<file path="config.mk">
export PLATFORM = sky130hd
export DESIGN_NAME = bitstream_decimator
export DESIGN_NICKNAME = d
export VERILOG_FILES = /design/src/rtl/dec_pkg.sv /design/src/rtl/dec_col_select.sv /design/src/rtl/dec_integrators.sv /design/src/rtl/dec_snapshot.sv /design/src/rtl/bitstream_decimator.sv
export SDC_FILE = /design/constraint.sdc
export NUM_CORES = 1
export LEC_CHECK = 0
export BUFFER_PORTS_ARGS = -buffer_cell sky130_fd_sc_hd__buf_2
export CORE_MARGIN = 2
export CORE_UTILIZATION = 35
export CTS_BUF_LIST = sky130_fd_sc_hd__clkbuf_4
export CTS_CLUSTER_DIAMETER = 120
export CTS_CLUSTER_SIZE = 28
export DETAILED_ROUTE_END_ITERATION = 8
export SETUP_SLACK_MARGIN = 0.2
export SYNTH_ARGS = -nofsm -noshare
export SYNTH_HDL_FRONTEND = slang
export SYNTH_HIERARCHICAL = 1
export SYNTH_SLANG_ARGS = --single-unit
</file>
<file path="constraint.sdc">
create_clock -name clk -period 6.6 [get_ports clk]
set_input_delay 1.32 -clock clk [delete_from_list [all_inputs] [get_ports clk]]
set_output_delay 1.32 -clock clk [all_outputs]
set_load 0.03 [all_outputs]
</file>
<file path="src/rtl/dec_pkg.sv">
package dec_pkg;
  localparam int DATA_W   = 16;
  localparam int NUM_COLS = 4;
  localparam int NUM_TMR  = 4;
  localparam int COL_W    = $clog2(NUM_COLS);
  localparam int TMR_W    = $clog2(NUM_TMR);

  localparam logic [1:0] ADDR_LO   = 2'd0;
  localparam logic [1:0] ADDR_HI   = 2'd1;
  localparam logic [1:0] ADDR_CTLA = 2'd2;
  localparam logic [1:0] ADDR_CTLB = 2'd3;

  typedef struct packed {
    logic [NUM_COLS-1:0] gate_en;
    logic [COL_W-1:0]    col_sel;
  } ctl_a_t;

  typedef struct packed {
    logic             count_mode;
    logic             fall_edge;
    logic [TMR_W-1:0] tmr_sel;
  } ctl_b_t;
endpackage

</file>
<file path="src/rtl/dec_col_select.sv">
module dec_col_select #(
  parameter int NUM_COLS = 4,
  localparam int COL_W = $clog2(NUM_COLS)
) (
  input  logic [NUM_COLS-1:0] cmp_bits,
  input  logic [NUM_COLS-1:0] col_clk,
  input  logic                window,
  input  logic [COL_W-1:0]    col_sel,
  input  logic [NUM_COLS-1:0] gate_en,
  input  logic                count_mode,
  output logic                step,
  output logic                data_bit
);
  logic gated;

  always_comb begin
    gated    = count_mode && gate_en[col_sel];
    data_bit = cmp_bits[col_sel];
    step     = col_clk[col_sel] && (!gated || window);
  end
endmodule

</file>
<file path="src/rtl/dec_integrators.sv">
module dec_integrators #(
  parameter int W = 16
) (
  input  logic         clk,
  input  logic         clear,
  input  logic         step,
  input  logic         data_bit,
  input  logic         count_mode,
  output logic [W-1:0] value
);
  logic [W-1:0] acc1_q, acc2_q;
  logic [W-1:0] delta, acc1_next;

  always_comb begin
    delta     = data_bit ? W'(1) : {W{1'b1}};
    acc1_next = acc1_q + delta;
    value     = count_mode ? acc1_q : acc2_q;
  end

  // No reset: content is undefined until software clears it.
  always_ff @(posedge clk) begin
    if (clear) begin
      acc1_q <= '0;
      acc2_q <= '0;
    end else if (step) begin
      if (count_mode) begin
        if (data_bit) acc1_q <= acc1_q + W'(1);
      end else begin
        acc1_q <= acc1_next;
        acc2_q <= acc2_q + acc1_next;
      end
    end
  end
endmodule

</file>
<file path="src/rtl/dec_snapshot.sv">
module dec_snapshot #(
  parameter int W = 16,
  parameter int NUM_TMR = 4,
  localparam int TMR_W = $clog2(NUM_TMR)
) (
  input  logic               clk,
  input  logic               rst_n,
  input  logic [NUM_TMR-1:0] timer_in,
  input  logic [TMR_W-1:0]   tmr_sel,
  input  logic               fall_edge,
  input  logic               clear,
  input  logic [W-1:0]       value,
  output logic [W-1:0]       snap,
  output logic               capture
);
  logic [NUM_TMR-1:0] sync1_q, sync2_q;
  logic               prev_q, cur;

  for (genvar t = 0; t < NUM_TMR; t++) begin : g_sync
    always_ff @(posedge clk or negedge rst_n) begin
      if (!rst_n) begin
        sync1_q[t] <= 1'b0;
        sync2_q[t] <= 1'b0;
      end else begin
        sync1_q[t] <= timer_in[t];
        sync2_q[t] <= sync1_q[t];
      end
    end
  end

  always_comb begin
    cur     = sync2_q[tmr_sel];
    capture = fall_edge ? (prev_q && !cur) : (!prev_q && cur);
  end

  always_ff @(posedge clk or negedge rst_n) begin
    if (!rst_n) prev_q <= 1'b0;
    else        prev_q <= cur;
  end

  always_ff @(posedge clk) begin
    if (clear)        snap <= '0;
    else if (capture) snap <= value;
  end
endmodule

</file>
<file path="src/rtl/bitstream_decimator.sv">
module bitstream_decimator
  import dec_pkg::*;
(
  input  logic       clk,
  input  logic       rst_n,
  input  logic       bus_wr,
  input  logic [1:0] bus_addr,
  input  logic [7:0] bus_wdata,
  output logic [7:0] bus_rdata,
  input  logic [3:0] cmp_bits,
  input  logic [3:0] col_clk,
  input  logic       window,
  input  logic [3:0] timer_in
);
  ctl_a_t            ctl_a_q;
  ctl_b_t            ctl_b_q;
  logic              clear_w, step_w, bit_w, capture_w;
  logic [DATA_W-1:0] value_w, snap_w;

  assign clear_w = bus_wr && (bus_addr == ADDR_LO || bus_addr == ADDR_HI);

  always_ff @(posedge clk or negedge rst_n) begin
    if (!rst_n) begin
      ctl_a_q <= '0;
      ctl_b_q <= '0;
    end else if (bus_wr) begin
      if (bus_addr == ADDR_CTLA) begin
        ctl_a_q.gate_en <= bus_wdata[7:4];
        ctl_a_q.col_sel <= bus_wdata[COL_W-1:0];
      end
      if (bus_addr == ADDR_CTLB) begin
        ctl_b_q.count_mode <= bus_wdata[7];
        ctl_b_q.fall_edge  <= bus_wdata[6];
        ctl_b_q.tmr_sel    <= bus_wdata[TMR_W-1:0];
      end
    end
  end

  dec_col_select #(.NUM_COLS(NUM_COLS)) u_sel (
    .cmp_bits(cmp_bits), .col_clk(col_clk), .window(window),
    .col_sel(ctl_a_q.col_sel), .gate_en(ctl_a_q.gate_en),
    .count_mode(ctl_b_q.count_mode), .step(step_w), .data_bit(bit_w)
  );

  dec_integrators #(.W(DATA_W)) u_int (
    .clk(clk), .clear(clear_w), .step(step_w), .data_bit(bit_w),
    .count_mode(ctl_b_q.count_mode), .value(value_w)
  );

  dec_snapshot #(.W(DATA_W), .NUM_TMR(NUM_TMR)) u_snap (
    .clk(clk), .rst_n(rst_n), .timer_in(timer_in),
    .tmr_sel(ctl_b_q.tmr_sel), .fall_edge(ctl_b_q.fall_edge),
    .clear(clear_w), .value(value_w), .snap(snap_w), .capture(capture_w)
  );

  always_comb begin
    unique case (bus_addr)
      ADDR_LO:   bus_rdata = snap_w[7:0];
      ADDR_HI:   bus_rdata = snap_w[15:8];
      ADDR_CTLA: bus_rdata = {ctl_a_q.gate_en, 2'b00, ctl_a_q.col_sel};
      default:   bus_rdata = {ctl_b_q.count_mode, ctl_b_q.fall_edge, 4'b0000, ctl_b_q.tmr_sel};
    endcase
  end
endmodule

</file>
# Word level (Yosys, flattened, before mapping)

Cells that the tools add are included.

Shift-type cells: 0
Equal/unequal tests: 4
Magnitude comparators: 2
Multiply operators: 0
Add/sub/neg operators: 3
Multiplexer cells: 14
Div/mod/pow operators: 0
Bitwise operators: 1
Reduce and logical (&&, ||, !) cells: 15

Operators with widths:

| cell                                                                   | count |
|---|---|
| 16-bit two-way mux                                                     | 4 |
| 16-bit adder                                                           | 2 |
| 8-bit case mux with 3 select lines                                     | 1 |
| 16-bit by 1-bit adder with 16-bit output (second input constant)       | 1 |
| 1-bit binary-select mux with 2-bit select                              | 4 |
| 2-bit AND reduction                                                    | 4 |
| 2-bit by 3-bit < comparator with 1-bit output (second input constant)  | 2 |
| 1-bit logical AND                                                      | 5 |
| 1-bit two-way mux                                                      | 5 |
| 2-bit equality test (second input constant)                            | 2 |
| 1-bit zero test                                                        | 3 |
| 2-bit by 1-bit equality test with 1-bit output (second input constant) | 1 |
| 2-bit zero test                                                        | 1 |
| 1-bit logical OR                                                       | 2 |
| 2-bit by 1-bit != test with 1-bit output (second input constant)       | 1 |
| 1-bit inverter                                                         | 1 |

Input bits: 26
Latch bits: 0
Register bits: 67
Output and inout bits: 8
Memories: 0
RAM bits: 0
Logic and storage cells: 56
Bits in read-only memories: 0

# Depth between registers and ports, before layout

Gate-level depths: netlist of the first run.

Depth in word-level cells: 7
Gate-level depth with buffers: 18
Gate-level depth less buffers: 17

# Hierarchy

Netlist of the first run, hierarchy kept.

Modules (own cells, without submodules):

| module              | instances | cells an instance | area an instance (um^2) | seq. area each (um^2) |
|---|---|---|---|---|
| dec_integrators     | 1         | 402               | 3,134.3                 | 640.6 |
| dec_snapshot        | 1         | 82                | 996.0                   | 545.5 |
| bitstream_decimator | 1         | 38                | 590.6                   | 250.2 |
| dec_col_select      | 1         | 5                 | 85.1                    | 0.0 |

# Least setup slack after synthesis of the first run

No wires, ideal clock.

Path type: in2reg
Start point: in cmp_bits[1]
End point: reg u_int.acc2_q[15]
Setup slack: 1,136 ps
Setup time: 128 ps
Data arrival time: 5,336 ps
Buffers on the path: 1
Cell stages on the path: 17
Required time: 6,472 ps
Cells stage by stage: mux4_1 > clkbuf_1 > inv_1 > ha_1 > nor2b_4 > o31a_1 > o41ai_4 > a21oi_1 > xor2_1 > ha_1 > a21o_1 > a21o_1 > a21oi_1 > o21bai_1 > a22o_1 > mux4_2 > nand4b_1

Longest elaborated chain between the ends: 5

Ends and longest elaborated chain:

| item                                      | RTL line                  | source |
|---|---|---|
| from (decl)                               | bitstream_decimator.sv:10 | `input logic [3:0] cmp_bits,` |
| 1-bit binary-select mux with 2-bit select | dec_col_select.sv:18      | `data_bit = cmp_bits[col_sel];` |
| 1-bit two-way mux (not written as such)   | dec_col_select.sv:18      |  |
| 16-bit two-way mux                        | dec_integrators.sv:15     | `delta = data_bit ? W'(1) : {W{1'b1}};` |
| 16-bit adder                              | dec_integrators.sv:16     | `acc1_next = acc1_q + delta;` |
| 16-bit adder                              | dec_integrators.sv:30     | `acc2_q <= acc2_q + acc1_next;` |
| to (signal assigned)                      | dec_integrators.sv:30     |  |
| to (decl)                                 | dec_integrators.sv:11     | `logic [W-1:0] acc1_q, acc2_q;` |

No other way between the ends. The select of a mux whose other input is x is not followed.
A chain may end at the register's enable or synchronous reset.

# Final worst setup path of the first run

Start point: in cmp_bits[1]
End point: reg u_int.acc2_q[15]

Longest elaborated chain between the ends: 5

Ends and longest elaborated chain:

| item                                      | RTL line                  | source |
|---|---|---|
| 1-bit binary-select mux with 2-bit select | dec_col_select.sv:18      |  |
| 1-bit two-way mux (not written as such)   | dec_col_select.sv:18      |  |
| named net bit_w                           | bitstream_decimator.sv:17 | `logic clear_w, step_w, bit_w, capture_w;` |
| 16-bit two-way mux                        | dec_integrators.sv:15     |  |
| 16-bit adder                              | dec_integrators.sv:16     |  |
| 16-bit adder                              | dec_integrators.sv:30     |  |

The timed path passes the listed nets, and every way through them passes these cells. The select of a mux whose other input is x is not followed.

==> results.md, run 1 <==
* Hold Path Stages at 0
* Hold Buf Count CTS at 0
* Met3 routed WL at 487 um
* Max cap viols at 0
* WS Path Type: in -> reg
* Clk_lat worst skew at ~0.41 ns
* Max Buffers Root-to-Sink at 2
* Hold path endpoint: u_snap/sync2_q[1]$_DFF_PN0_
* Ratio of cells with drive above 1 in the final layout at 0.183
* Peak Freq at 187 MHz
* Crit share post-route at 0.809
* Initial antenna violation count at 0
* Crit path cell chain: buf_2 -> mux4_1 -> buf_4 -> inv_1 -> ha_1 -> nor2b_4 -> o31a_1 -> o41ai_4 -> a21oi_1 -> xor2_1 -> ha_1 -> a21o_1 -> a21o_1 -> a21oi_1 -> o21bai_1 -> a22o_1 -> mux4_2 -> nand4b_1
* PortBufs at 31
* Reg2Reg Setup Slack at around 1.7 ns
* Starting Density at 0.361
* Via density at 5.56
* Clk sinks at 67
* Setup Viol. Count Final at 0
* Post-route ant nets at 0
* Area added between synthesis and finish at 10.5%
* Slew Viols, Final at 0
* Detailed Route WL at 11700 um
* Synth Instances at roughly 530
* Die W at 121 um
* Total chip power at ~0.0028 W
* Starting DRC count in detailed routing at ~370
* Worst ir drop on vdd at 168 uV
* Max_slew headroom at 0.440
* Mean post-synth cell area at between 9 and 10 um^2
* Multi-input combinational cell area at 3190 um^2
* DIE AREA at 14700 um^2
* RSZ-0062 raised after global routing: false
* Clock-pin slew on the worst setup and hold paths at 0.12 ns
* H-tree levels at 3
* Ant diodes at 0
* Crit Path Max Fanout at 9
* Setup ws final at approximately 1.3 ns
* PwrDens at approximately 530 nW/um^2
* Leakage dissipation at 2.25 nW
* Die height at between 100 and 150 um
* Post-CTS setup buffers at 0
* Top layer in use: met4
* GPL Wtd Cong at between 0.8 and 0.9
* Hold Path Class: reg -> reg
* GRT overflow at 0
* Ports at 34
* Post-synthesis net count at 585
* First-pass GRT wire length at just under 20000 um
* Cell area after synthesis at 4800 um^2
* Largest net degree at the start of global routing at 50
* Max stage delay on crit path at between 0.5 and 0.6 ns
* CP startpoint kind: primary input
* # fillers at 1307
* CP delay by family, top: compound AO/OA/AOI/OAI gates
* Slowest CP cell: mux4_1
* CTS tree: yes
* Drt drc at 0
* WP buf/inv at 3
* # resized after CTS at 0
* Skew final at 0.0133 ns
* First-pass iteration count of the detailed router at 5
* CP required at 6.88 ns
* Setup Total Neg Slack at 0 ns
* Dpl ws at 0.853 ns
* Arrival time worst endpoint at 5.62 ns
* GRT Total Usage at 0.163
* Reg area at 1440 um^2
* WL/cell at around 16 um
* Yosys warning total at 6
* Row Count at 42
* Hold Vio Cnt, Final at 0
* Vias in the first global route at 3964
* Met1 wire length at 5460 um
* Outcome: finished, final reports clean
* Setup crit end kind: register
* Vias at 4074
* Worst slew pin tran at 0.834 ns
* TritonCTS Buffers at 9
* Final Critical Period at 5.34 ns
* Clk root buf: clkbuf_4
* Routed wl met2 at 5490 um
* Hpwl dp at around 8600 um
* RR Startpoint: ctl_a_q[0]$_DFFE_PN0P_
* Core Area at 13300 um^2
* Worst hold start: u_snap/sync1_q[1]$_DFF_PN0_
* RR Endpoint: u_int/acc2_q[15]$_SDFFE_PP0P_
* Worst R2R Path Depth at 17
* Nets@finish at 611
per-stage QoR:
stage / hold WS (ns) / instances / utilization / area, um^2
5_1_grt: 0.385 / 733 / 0.399 / 5310
4_1_cts: 0.367 / 733 / 0.399 / 5310
2_1_floorplan: 0.331 / 526 / - / 4800
6_report: 0.363 / 733 / 0.399 / 5310
3_3_place_gp: 0.334 / 717 / 0.385 / 5120
3_5_place_dp: 0.337 / 717 / 0.385 / 5120
worst register-to-register path, delay by kind of cell, from the launching register on:
kind	cells	cell delay, ns
compound gates	8	1.59
mux	2	1.01
flops	1	0.49
xor+xnor	1	0.23
fa+ha+maj	2	0.68
buf+inv	2	0.46
simple gates	2	0.33
worst max path at each step:
stage / start / end / slack (ns) / depth (start not counted)
final: cmp_bits[1] / u_int/acc2_q[15]$_SDFFE_PP0P_ / 1.26 / 18
after global placement: cmp_bits[1] / u_int/acc2_q[15]$_SDFFE_PP0P_ / 0.95 / 18
after detailed placement: cmp_bits[1] / u_int/acc2_q[15]$_SDFFE_PP0P_ / 0.85 / 18
after floorplan: cmp_bits[1] / u_int/acc2_q[15]$_SDFFE_PP0P_ / 1.14 / 17
after CTS: cmp_bits[1] / u_int/acc2_q[15]$_SDFFE_PP0P_ / 1.28 / 18
after global routing: cmp_bits[1] / u_int/acc2_q[15]$_SDFFE_PP0P_ / 1.12 / 18
registers in the layout (all words and copies together), names as in the netlist:
signal,cells
u_int/acc1_q,16
u_int/acc2_q,16
u_snap/snap,16
ctl_a_q,6
ctl_b_q,4
u_snap/sync1_q,4
u_snap/sync2_q,4
u_snap/prev_q,1
per-layer routing:
| metal | up-vias | GRT usage |
|---|---|---|
| met5 | - | 0 |
| met4 | 0 | 0.0474 |
| met3 | 19 | 0.0399 |
| met2 | 89 | 0.262 |
| li1 | 1989 | - |
| met1 | 1977 | 0.217 |
report_power, final:
part	switching, W	internal, W	total, W	leakage, nW
clock network	0.000158	0.000197	0.000355	0.0968
registers	0.000132	0.000538	0.000669	0.620
logic	0.00101	0.000765	0.00177	1.53
area by class of cell:
| class | count | share of cell area |
|---|---|---|
| Clock buffer | 10 | 0.0141 |
| Clock inverter | 6 | 0.0217 |
| Sequential cell | 67 | 0.271 |
| Multi-Input combinational cell | 419 | 0.601 |
| Inverter | 17 | 0.0120 |
| Tap cell | 176 | 0.0415 |
| Timing Repair Buffer | 38 | 0.0391 |
placed cells by master (no fill, tap or decap), types with 10 or more instances in the layout:
| master | instances |
|---|---|
| inv_1 | 16 |
| a211oi_1 | 12 |
| mux2i_1 | 20 |
| dfrtp_1 | 19 |
| nor2_1 | 27 |
| ha_1 | 31 |
| a21oi_1 | 40 |
| o21ai_1 | 10 |
| o21ai_0 | 12 |
| clkbuf_4 | 10 |
| nor3_1 | 13 |
| mux2_2 | 23 |
| a21o_1 | 14 |
| nand2_1 | 50 |
| xnor2_1 | 15 |
| nand2b_1 | 32 |
| buf_2 | 31 |
| dfxtp_1 | 48 |
Power figures use the tool's default switching activity.
==> inputs of run 2 (changes only) <==
==> constraint.sdc (replaced) <==
create_clock -name clk -period 4.75 [get_ports clk]
set_input_delay 0.95 -clock clk [delete_from_list [all_inputs] [get_ports clk]]
set_output_delay 0.95 -clock clk [all_outputs]
set_load 0.03 [all_outputs]
==> results.md, run 2 (same netlist as run 1, synthesis figures left out) <==
* Crit Path Max Fanout at 5
* Crit path cell chain: buf_2 -> mux4_2 -> inv_12 -> ha_4 -> nor2b_4 -> o31a_1 -> o41ai_4 -> buf_4 -> and3_2 -> nor2_1 -> ha_1 -> nand2_1 -> nor2_1 -> a211oi_1 -> o21ai_2 -> a22o_1 -> mux4_2 -> nand4b_1
* Post-route ant nets at 0
* Commonest non-fill, non-tap cell in the layout: buf_4
* CP delay by family, top: compound AO/OA/AOI/OAI gates
* Dpl cells at 759
* Hold Path Class: reg -> reg
* Via density at 5.37
* GRT Total Usage at 0.174
* Vias in the first global route at 4181
* Hold Vio Cnt, Final at 0
* Drt drc at 0
* Setup crit end kind: register
* Commonest non-fill, non-tap cells in the layout: buf_4, nand2_1, dfxtp_1, a21oi_1, nand2b_1
* Top Registers: u_int/acc1_q (16), u_int/acc2_q (16), u_snap/snap (16)
* Final hold slack at 0.346 ns
* Core Area at roughly 13000 um^2
* Peak Freq at 218 MHz
* Setup Viol. Count Final at 0
* Slowest CP cell: mux4_2
* Arrival time worst endpoint at 4.88 ns
* WP buf/inv at 3
* Ratio of cells with drive above 1 in the final layout at 0.265
* Clk root buf: clkbuf_4
* Hpwl dp at 9020 um
* First-pass iteration count of the detailed router at 4
* Max cap viols at 0
* Final Critical Period at 4.59 ns
* First-pass GRT wire length at 20300 um
* DIE AREA at 14700 um^2
* Slew Viols, Final at 0
* CP startpoint kind: primary input
* CP required at 5.04 ns
* GRT overflow at 0
* Ant diodes at 0
* Vias at around 4200
* Skew final at 0.0172 ns
* Worst slew pin tran at 0.829 ns
* Worst path depth at 18
* Die W at 121 um
* Largest net degree at the start of global routing at 48
* Starting DRC count in detailed routing at ~300
* Finished Layout Cells at slightly below 800
* Initial antenna violation count at 0
* Area added between synthesis and finish at 18.8%
* RSZ-0062 raised after global routing: true
* Ports at 34
* WL/cell at 15.5 um
* Nets@finish at 657
* CTS tree: yes
* Clk_lat worst skew at approximately 0.43 ns
* Max Buffers Root-to-Sink at 2
* Hold Path Stages at 0
* GPL Wtd Cong at around 0.86
* Max stage delay on crit path at 0.62 ns
* Crit share post-route at 0.966
* TritonCTS Buffers at 9
* Detailed Route WL at 12100 um
* Clk sinks at 67
* Clock-pin slew on the worst setup and hold paths at 0.11 ns
* Row Count at 42
* Leakage dissipation at 2.48 nW
* Die height at 121 um
* PwrDens at between 700 and 800 nW/um^2
* Worst ir drop on vdd at 312 uV
* Worst R2R Path Depth at 17
* Max_slew headroom at 0.446
* H-tree levels at 3
* Total chip power at 0.00433 W
* Starting Density at 0.361
* Outcome: finished, final reports clean
* PortBufs at 31
* WS Path Type: in -> reg
run 2: changes by cell type in the layout (fill, tap and decap cells not counted), sizes merged:
| cell | before | now |
|---|---|---|
| clkinvlp | 1 | 0 |
| clkinv | 2 | 1 |
| bufinv | 3 | 2 |
| clkbuf | 10 | 13 |
| buf | 38 | 84 |
run 2: layout make-up:
cell class / instances / area [um^2]
Timing Repair Buffer: 84 / 557
Clock inverter: 3 / 63.8
Tap cell: 176 / 220
Inverter: 17 / 76.3
Fill cell: 1304 / 7590
Clock buffer: 13 / 97.6
Sequential cell: 67 / 1440
Multi-Input combinational cell: 419 / 3250
run 2: routing by layer:
layer	track usage	part of all wire	up-vias
li1	-	-	2102
met1	0.232	0.48	2002
met2	0.289	0.48	64
met3	0.0343	0.031	15
met4	0.0467	0.014	0
met5	0	0	-
run 2: timing repair:
item,CTS,global route
pin swaps,5,1
hold buffers,0,0
endpoints found under the setup margin,1,2
buffers inserted,3,1
resized for setup,4,6
run 2: report_power, final:
part / internal [W] / leakage (nW) / switching [W] / total (W)
clock: 0.000236 / 0.0896 / 0.000203 / 0.000439
sequential: 0.000747 / 0.620 / 0.000180 / 0.000928
combinational: 0.00144 / 1.77 / 0.00152 / 0.00296
total: 0.00242 / 2.48 / 0.00190 / 0.00433
run 2: worst paths after layout:
check / start / end / slack [ns]
min: u_snap/sync1_q[1]$_DFF_PN0_ / u_snap/sync2_q[1]$_DFF_PN0_ / 0.35
max reg2reg: ctl_a_q[0]$_DFFE_PN0P_ / u_int/acc2_q[15]$_SDFFE_PP0P_ / 0.36
max in group asynchronous: rst_n / u_snap/sync1_q[0]$_DFF_PN0_ / 4.00
max: cmp_bits[3] / u_int/acc2_q[15]$_SDFFE_PP0P_ / 0.16
min reg2reg: u_snap/sync1_q[1]$_DFF_PN0_ / u_snap/sync2_q[1]$_DFF_PN0_ / 0.35
min in group asynchronous: rst_n / ctl_a_q[3]$_DFFE_PN0P_ / 0.44
run 2: stage by stage:
stage               setup WS [ns]  utilization  setup TNS (ns)  area [um^2]
finish                      0.161        0.429               0         5700
CTS                         0.183        0.426               0         5670
global route               0.0193        0.429               0         5700
floorplan                 -0.0648            -         -0.0648         4850
global placement           -0.262        0.411          -0.297         5470
detailed placement         -0.329        0.411          -0.450         5470
